===== src/rtl/sclk_pkg.sv =====
package sclk_pkg;

   localparam logic [2:0] MODE_SYNC  = 3'b001;
   localparam logic [2:0] MODE_UA7   = 3'b100;
   localparam logic [2:0] MODE_UA8   = 3'b101;
   localparam logic [2:0] MODE_UA9   = 3'b110;

   localparam logic [1:0] SRC_BASE   = 2'b00;
   localparam logic [1:0] SRC_DIV_A  = 2'b01;
   localparam logic [1:0] SRC_DIV_AB = 2'b10;

   function automatic logic mode_is_uart(input logic [2:0] m);
      return (m == MODE_UA7) || (m == MODE_UA8) || (m == MODE_UA9);
   endfunction

   function automatic logic mode_is_sync(input logic [2:0] m);
      return m == MODE_SYNC;
   endfunction

endpackage


===== src/rtl/sclk_prescale.sv =====
module sclk_prescale
   import sclk_pkg::*;
#(
   parameter int RATIO_A = 8,
   parameter int RATIO_B = 4
) (
   input  logic       clk,
   input  logic       rst_n,
   input  logic       run,
   input  logic       half_sel,
   input  logic [1:0] src_sel,
   output logic       src_en
);
   localparam int AW = (RATIO_A > 1) ? $clog2(RATIO_A) : 1;
   localparam int BW = (RATIO_B > 1) ? $clog2(RATIO_B) : 1;
   localparam logic [AW-1:0] A_LAST = AW'(RATIO_A - 1);
   localparam logic [BW-1:0] B_LAST = BW'(RATIO_B - 1);

   logic          half_ph;
   logic          base_en;
   logic [AW-1:0] cnt_a;
   logic [BW-1:0] cnt_b;
   logic          a_en;
   logic          b_en;

   assign base_en = half_sel ? half_ph : 1'b1;
   assign a_en    = base_en && (cnt_a == A_LAST);
   assign b_en    = a_en && (cnt_b == B_LAST);

   always_ff @(posedge clk) begin
      if (!rst_n || !run) begin
         half_ph <= 1'b0;
      end else begin
         half_ph <= ~half_ph;
      end
   end

   always_ff @(posedge clk) begin
      if (!rst_n || !run) begin
         cnt_a <= '0;
      end else if (base_en) begin
         cnt_a <= (cnt_a == A_LAST) ? '0 : cnt_a + 1'b1;
      end
   end

   always_ff @(posedge clk) begin
      if (!rst_n || !run) begin
         cnt_b <= '0;
      end else if (a_en) begin
         cnt_b <= (cnt_b == B_LAST) ? '0 : cnt_b + 1'b1;
      end
   end

   always_comb begin
      unique case (src_sel)
         SRC_BASE:   src_en = base_en;
         SRC_DIV_A:  src_en = a_en;
         SRC_DIV_AB: src_en = b_en;
         default:    src_en = 1'b0;
      endcase
   end

endmodule


===== src/rtl/sclk_reload.sv =====
module sclk_reload #(
   parameter int DIV_W = 8
) (
   input  logic             clk,
   input  logic             rst_n,
   input  logic             run,
   input  logic             src_en,
   input  logic [DIV_W-1:0] divisor,
   output logic             div_pulse
);
   logic [DIV_W-1:0] remain;

   assign div_pulse = src_en && (remain == '0);

   // The divisor is sampled only when the count reloads.
   always_ff @(posedge clk) begin
      if (!rst_n || !run) begin
         remain <= '0;
      end else if (src_en) begin
         remain <= (remain == '0) ? divisor : remain - 1'b1;
      end
   end

endmodule


===== src/rtl/sclk_final.sv =====
module sclk_final #(
   parameter int OVS = 16
) (
   input  logic clk,
   input  logic rst_n,
   input  logic uart_run,
   input  logic sync_run,
   input  logic div_pulse,
   output logic uart_pulse,
   output logic sck_lvl,
   output logic sck_rise,
   output logic sck_fall
);
   localparam int CW = (OVS > 1) ? $clog2(OVS) : 1;
   localparam logic [CW-1:0] O_LAST = CW'(OVS - 1);
   localparam bit OVS_POW2 = (OVS & (OVS - 1)) == 0;

   logic [CW-1:0] ovs_cnt;
   logic          ovs_wrap;

   assign ovs_wrap   = ovs_cnt == O_LAST;
   assign uart_pulse = uart_run && div_pulse && ovs_wrap;

   generate
      if (OVS_POW2) begin : g_ovs_pow2
         always_ff @(posedge clk) begin
            if (!rst_n || !uart_run) begin
               ovs_cnt <= '0;
            end else if (div_pulse) begin
               ovs_cnt <= ovs_cnt + 1'b1;
            end
         end
      end else begin : g_ovs_mod
         always_ff @(posedge clk) begin
            if (!rst_n || !uart_run) begin
               ovs_cnt <= '0;
            end else if (div_pulse) begin
               ovs_cnt <= ovs_wrap ? '0 : ovs_cnt + 1'b1;
            end
         end
      end
   endgenerate

   assign sck_rise = sync_run && div_pulse && !sck_lvl;
   assign sck_fall = sync_run && div_pulse && sck_lvl;

   always_ff @(posedge clk) begin
      if (!rst_n || !sync_run) begin
         sck_lvl <= 1'b1;
      end else if (div_pulse) begin
         sck_lvl <= ~sck_lvl;
      end
   end

endmodule


===== src/rtl/sclk_extclk.sv =====
module sclk_extclk #(
   parameter int STAGES = 2
) (
   input  logic clk,
   input  logic rst_n,
   input  logic pin,
   output logic rise,
   output logic fall
);
   logic [STAGES-1:0] chain;
   logic              prev;

   generate
      if (STAGES == 1) begin : g_one
         always_ff @(posedge clk) begin
            if (!rst_n) chain <= '1;
            else        chain <= pin;
         end
      end else begin : g_many
         always_ff @(posedge clk) begin
            if (!rst_n) chain <= '1;
            else        chain <= {chain[STAGES-2:0], pin};
         end
      end
   endgenerate

   always_ff @(posedge clk) begin
      if (!rst_n) prev <= 1'b1;
      else        prev <= chain[STAGES-1];
   end

   assign rise = chain[STAGES-1] && !prev;
   assign fall = !chain[STAGES-1] && prev;

endmodule


===== src/rtl/sclk_gen.sv =====
module sclk_gen
   import sclk_pkg::*;
#(
   parameter int DIV_W       = 8,
   parameter int PRE_A       = 8,
   parameter int PRE_B       = 4,
   parameter int OVS         = 16,
   parameter int SYNC_STAGES = 2
) (
   input  logic             clk,
   input  logic             rst_n,
   input  logic [2:0]       mode,
   input  logic [1:0]       src_sel,
   input  logic             half_sel,
   input  logic             ext_sel,
   input  logic             clk_pol,
   input  logic [DIV_W-1:0] divisor,
   input  logic             sck_in,
   output logic             sck_out,
   output logic             sck_oe,
   output logic             uart_tick,
   output logic             tx_shift,
   output logic             rx_sample
);
   generate
      if (DIV_W < 1) begin : g_bad_div
         $error("sclk_gen: DIV_W must be at least 1");
      end
      if (PRE_A < 2 || PRE_B < 2) begin : g_bad_pre
         $error("sclk_gen: prescaler ratios must be at least 2");
      end
      if (OVS < 2) begin : g_bad_ovs
         $error("sclk_gen: OVS must be at least 2");
      end
      if (SYNC_STAGES < 2) begin : g_bad_sync
         $error("sclk_gen: SYNC_STAGES must be at least 2");
      end
   endgenerate

   logic uart_on, sync_on, int_sync, run;
   logic src_en, div_pulse, uart_pulse;
   logic sck_lvl, int_rise, int_fall;
   logic ext_rise, ext_fall;
   logic ev_rise, ev_fall, tx_d, rx_d;

   assign uart_on  = mode_is_uart(mode);
   assign sync_on  = mode_is_sync(mode);
   assign int_sync = sync_on && !ext_sel;
   assign run      = uart_on || int_sync;

   sclk_prescale #(.RATIO_A(PRE_A), .RATIO_B(PRE_B)) u_pre (
      .clk      (clk),
      .rst_n    (rst_n),
      .run      (run),
      .half_sel (half_sel),
      .src_sel  (src_sel),
      .src_en   (src_en)
   );

   sclk_reload #(.DIV_W(DIV_W)) u_rld (
      .clk       (clk),
      .rst_n     (rst_n),
      .run       (run),
      .src_en    (src_en),
      .divisor   (divisor),
      .div_pulse (div_pulse)
   );

   sclk_final #(.OVS(OVS)) u_fin (
      .clk        (clk),
      .rst_n      (rst_n),
      .uart_run   (uart_on),
      .sync_run   (int_sync),
      .div_pulse  (div_pulse),
      .uart_pulse (uart_pulse),
      .sck_lvl    (sck_lvl),
      .sck_rise   (int_rise),
      .sck_fall   (int_fall)
   );

   sclk_extclk #(.STAGES(SYNC_STAGES)) u_ext (
      .clk   (clk),
      .rst_n (rst_n),
      .pin   (sck_in),
      .rise  (ext_rise),
      .fall  (ext_fall)
   );

   assign ev_rise = int_sync ? int_rise : (sync_on && ext_rise);
   assign ev_fall = int_sync ? int_fall : (sync_on && ext_fall);
   assign tx_d    = clk_pol ? ev_rise : ev_fall;
   assign rx_d    = clk_pol ? ev_fall : ev_rise;

   always_ff @(posedge clk) begin
      if (!rst_n) begin
         uart_tick <= 1'b0;
         tx_shift  <= 1'b0;
         rx_sample <= 1'b0;
         sck_oe    <= 1'b0;
      end else begin
         uart_tick <= uart_pulse;
         tx_shift  <= tx_d;
         rx_sample <= rx_d;
         sck_oe    <= int_sync;
      end
   end

   assign sck_out = sck_lvl;

endmodule


===== config.mk =====
export PLATFORM = sky130hd
export DESIGN_NAME = sclk_gen
export DESIGN_NICKNAME = d
export VERILOG_FILES = /design/src/rtl/sclk_pkg.sv /design/src/rtl/sclk_prescale.sv /design/src/rtl/sclk_reload.sv /design/src/rtl/sclk_final.sv /design/src/rtl/sclk_extclk.sv /design/src/rtl/sclk_gen.sv
export SDC_FILE = /design/constraint.sdc
export NUM_CORES = 1
export LEC_CHECK = 0
export BUFFER_PORTS_ARGS = -buffer_cell sky130_fd_sc_hd__buf_4
export CAP_MARGIN = 20
export CORE_ASPECT_RATIO = 1.1
export CORE_MARGIN = 2
export CORE_UTILIZATION = 56
export CTS_CLUSTER_SIZE = 28
export DETAILED_ROUTE_END_ITERATION = 16
export PLACE_DENSITY = 0.9
export SETUP_SLACK_MARGIN = 0.05
export SLEW_MARGIN = 10
export SYNTH_ARGS = -nofsm -noshare
export SYNTH_HDL_FRONTEND = slang
export SYNTH_SLANG_ARGS = --single-unit

===== constraint.sdc =====
create_clock -name clk -period 4.3 [get_ports clk]
set_input_delay 0.215 -clock clk [delete_from_list [all_inputs] [get_ports clk]]
set_output_delay 0.215 -clock clk [all_outputs]
set_load 0.005 [all_outputs]

==> metrics.md <==
| Metric | Value |
|---|---|
| Status | finished, final reports clean |
| Via density | roughly 6 |
| Final wirelength | 2.989 mm |
| Post-CTS sizing | 0 |
| FP Rows | 18 |
| Initial Util | 0.5894 |
| WHS Path Cells | 2 |
| Slew Limit Fails | 0 |
| Largest net degree at the start of global routing | 19 |
| Crit Path Category | reg2reg |
| First-pass GRT wire length | 4.968 mm |
| Port buffer count | 23 |
| Clock Path Buffers | 2 |
| Final setup viols | 0 |
| Synth cell count leaders | 26 x dfxtp_1, 18 x a21oi_1, 15 x nand2_1 |
| Die Span Y | 55.07 um |
| Number of diodes | 0 |
| Nets | 205 |
| H-Tree Depth | 1 |
| Syn nets | roughly 180 |
| VDD IR max | 194.6 uV |
| Slew headroom | 0.3514 |
| Fraction of layout cells with a size suffix above 1 | 0.1788 |
| Placed Area | between 1500 and 2000 um^2 |
| Worst Hold Class | in2reg |
| IO Count | 24 |
| Wirelength per Cell | ~14 um |
| Synth area leader | dfxtp_1 |
| Core area | 2252 um^2 |
| CP max stage cell | nor4_4 |
| Power per standard cell area | 311.5 nW/um^2 |
| Worst Path Arrival | between 2000 and 2500 ps |
| Final Util | 0.6978 |
| R2R Setup Slk | 2140 ps |
| Largest cells by area after synthesis | dfxtp_1 39%, a21oi_1 6.8%, ha_1 5.7% |
| # DRC | 0 |
| FF-to-FF Start | u_rld.remain[2] |
| CTS buffer count | 3 |
| Die area | roughly 2800 um^2 |
| Setup TNS | 0 ps |
| Mean Syn Cell Area | approximately 8.5 um^2 |
| Max stage delay on crit path | 620 ps |
| Die width | about 50 um |
| Top-count cell post-synth | dfxtp_1 |
| Top-area cell type share of the netlist area | 0.3921 |
| Design Power | 0.4896 mW |
| Clock latency on the worst-skew pair | approximately 320 ps |
| Fraction of registers with async set/reset | 0 |
| Setup Skew | roughly 2.9 ps |
| # fillers | 192 |
| Final Hold Viols | 0 |
| Setup crit start kind | register |
| Vias | 1266 |
| Gr usage total | 0.2344 |
| CP Data Required Time | about 4600 ps |
| Worst Min Path Start | sck_in |
| R2r worst-path depth | 4 |
| CP cell instances | nor4_4 -> nand2_1 -> or4_1 -> a21oi_1 |
| DRT Pass-1 Iters | 4 |
| CTS clk-pin slew, worst paths | 140 ps |
| Worst hold endpoint | u_ext.chain[0] |
| GRT overflow | 0 |
| Tcrit/Tclk final | 0.5034 |
| Design Area, Final | 1572 um^2 |
| Crit-path max FO | 12 |
| Yosys reg bits | 26 |
| # clock sinks | 26 |
| Ys flop type | dfxtp_1 |
| Max Fclk | 0.4620 GHz |
| CP Capture Type | register |
| Initial DRC Count | 33 |
| Crit path time final | roughly 2200 ps |
| DPL Wire Length | 2.158 mm |
| Leakage | around 0.62 nW |
| Least-Margin Pin Slew | 966.5 ps |
| Seq/Total Area, Yosys | 0.3921 |
| Synthesized area | 1328 um^2 |
| Area delta synth->final | 18.38% |
| Cell count after synthesis | between 150 and 200 |
| ANT nets after route | 0 |
| Setup WS pre-CTS | 1970 ps |
| Crit path from | u_rld.remain[2] |
| Vias in the first global route | 1137 |
| CTS tree | built |
| CTS Hold Bufs | 0 |
| RSZ-0062 raised after global routing | no |
| Synth cell types | 38 |
| Post-synth EDFFs | 0 |
| Initial antenna violation count | 0 |
| Root buf cell | clkbuf_4 |
| Setup Fix Bufs, Post-CTS | 0 |
| GPL Wtd Cong | ~0.87 |
| Reg2reg end | u_fin.ovs_cnt[3] |
| Max-cap violations | 0 |
| Yosys warnings | 0 |
| Setup slack after layout | about 2100 ps |
-- logic make-up after synthesis --
logic type      after synthesis  synth area share
fa+ha+maj                     6           0.05655
flops                        26            0.3921
buf+inv                      10           0.03675
compound gates               48            0.2206
simple gates                 66            0.2941
-- stage by stage --
step,instances,hold WS [ps]
3_3_place_gp,204,391.1
2_1_floorplan,156,288.0
5_1_grt,209,86.47
3_5_place_dp,204,400.5
4_1_cts,208,63.31
6_report,209,72.42
-- power breakdown --
part | internal, mW | switching (mW) | leakage, nW
logic | 0.0324 | 0.0389 | 0.383
registers | 0.246 | 0.00482 | 0.211
clock network | 0.0943 | 0.0733 | 0.0279
total | 0.373 | 0.117 | 0.621
-- metal layers --
metal / global-route usage / part of all wire / wire length, um / up-vias
li1: - / - / - / 635
met5: 0 / 0 / 0 / -
met3: 0.02957 / 0.040 / 120 / 4
met2: 0.4189 / 0.52 / 1569 / 36
met4: 0.1126 / 0.012 / 37 / 0
met1: 0.2848 / 0.42 / 1261 / 591
-- worst max-delay path by stage --
stage	slack, ps	end	depth (start not counted)
2_1_floorplan	2540	u_rld.remain[3]	7
3_3_place_gp	2130	u_fin.ovs_cnt[3]	6
3_5_place_dp	1970	u_rld.remain[7]	6
4_1_cts	1910	u_rld.remain[3]	6
5_1_grt	2000	u_fin.ovs_cnt[3]	4
6_report	2140	u_fin.ovs_cnt[3]	4
-- sequential cells by signal (all words and copies together), names as in the netlist --
register,flops
tx_shift,1
u_pre.half_ph,1
uart_tick,1
u_pre.cnt_b,2
rx_sample,1
u_pre.cnt_a,3
u_ext.prev,1
u_rld.remain,8
u_fin.ovs_cnt,4
u_fin.sck_lvl,1
u_ext.chain,2
sck_oe,1
-- cells in the final DEF, fill, tap and decap left out, drive strengths merged, types with 2 or more instances in the layout --
cell type | synthesis | final
ha | 6 | 6
nand2b | 5 | 5
dfxtp | 26 | 26
nand2 | 15 | 15
nand3 | 7 | 7
clkbuf | 2 | 3
o211ai | 3 | 3
nor4 | 3 | 3
inv | 4 | 4
buf | 4 | 25
and3 | 4 | 4
or4 | 3 | 3
or3 | 4 | 4
o31ai | 6 | 6
nor2b | 3 | 3
nor3b | 4 | 4
and2 | 2 | 2
a31oi | 3 | 3
o21ai | 11 | 11
nor2 | 6 | 6
o22ai | 2 | 2
a21oi | 18 | 18
nor3 | 4 | 4
-- critical path: cells and delay by family, from the launching register on --
family,cells,cell delay (ps)
compound gates,1,150
flops,1,420
simple gates,3,1540
-- cell type report --
cell class / count / area (um^2) / area share
clock inverters: 1 / 30.03 / 0.01911
repair buffers: 25 / 187.7 / 0.1194
well taps: 30 / 37.54 / 0.02389
multi-input cells: 120 / 758.2 / 0.4825
flip-flops and latches: 26 / 520.5 / 0.3312
clock buffers: 3 / 22.52 / 0.01433
inverters: 4 / 15.01 / 0.009554
Power figures use the tool's default switching activity.
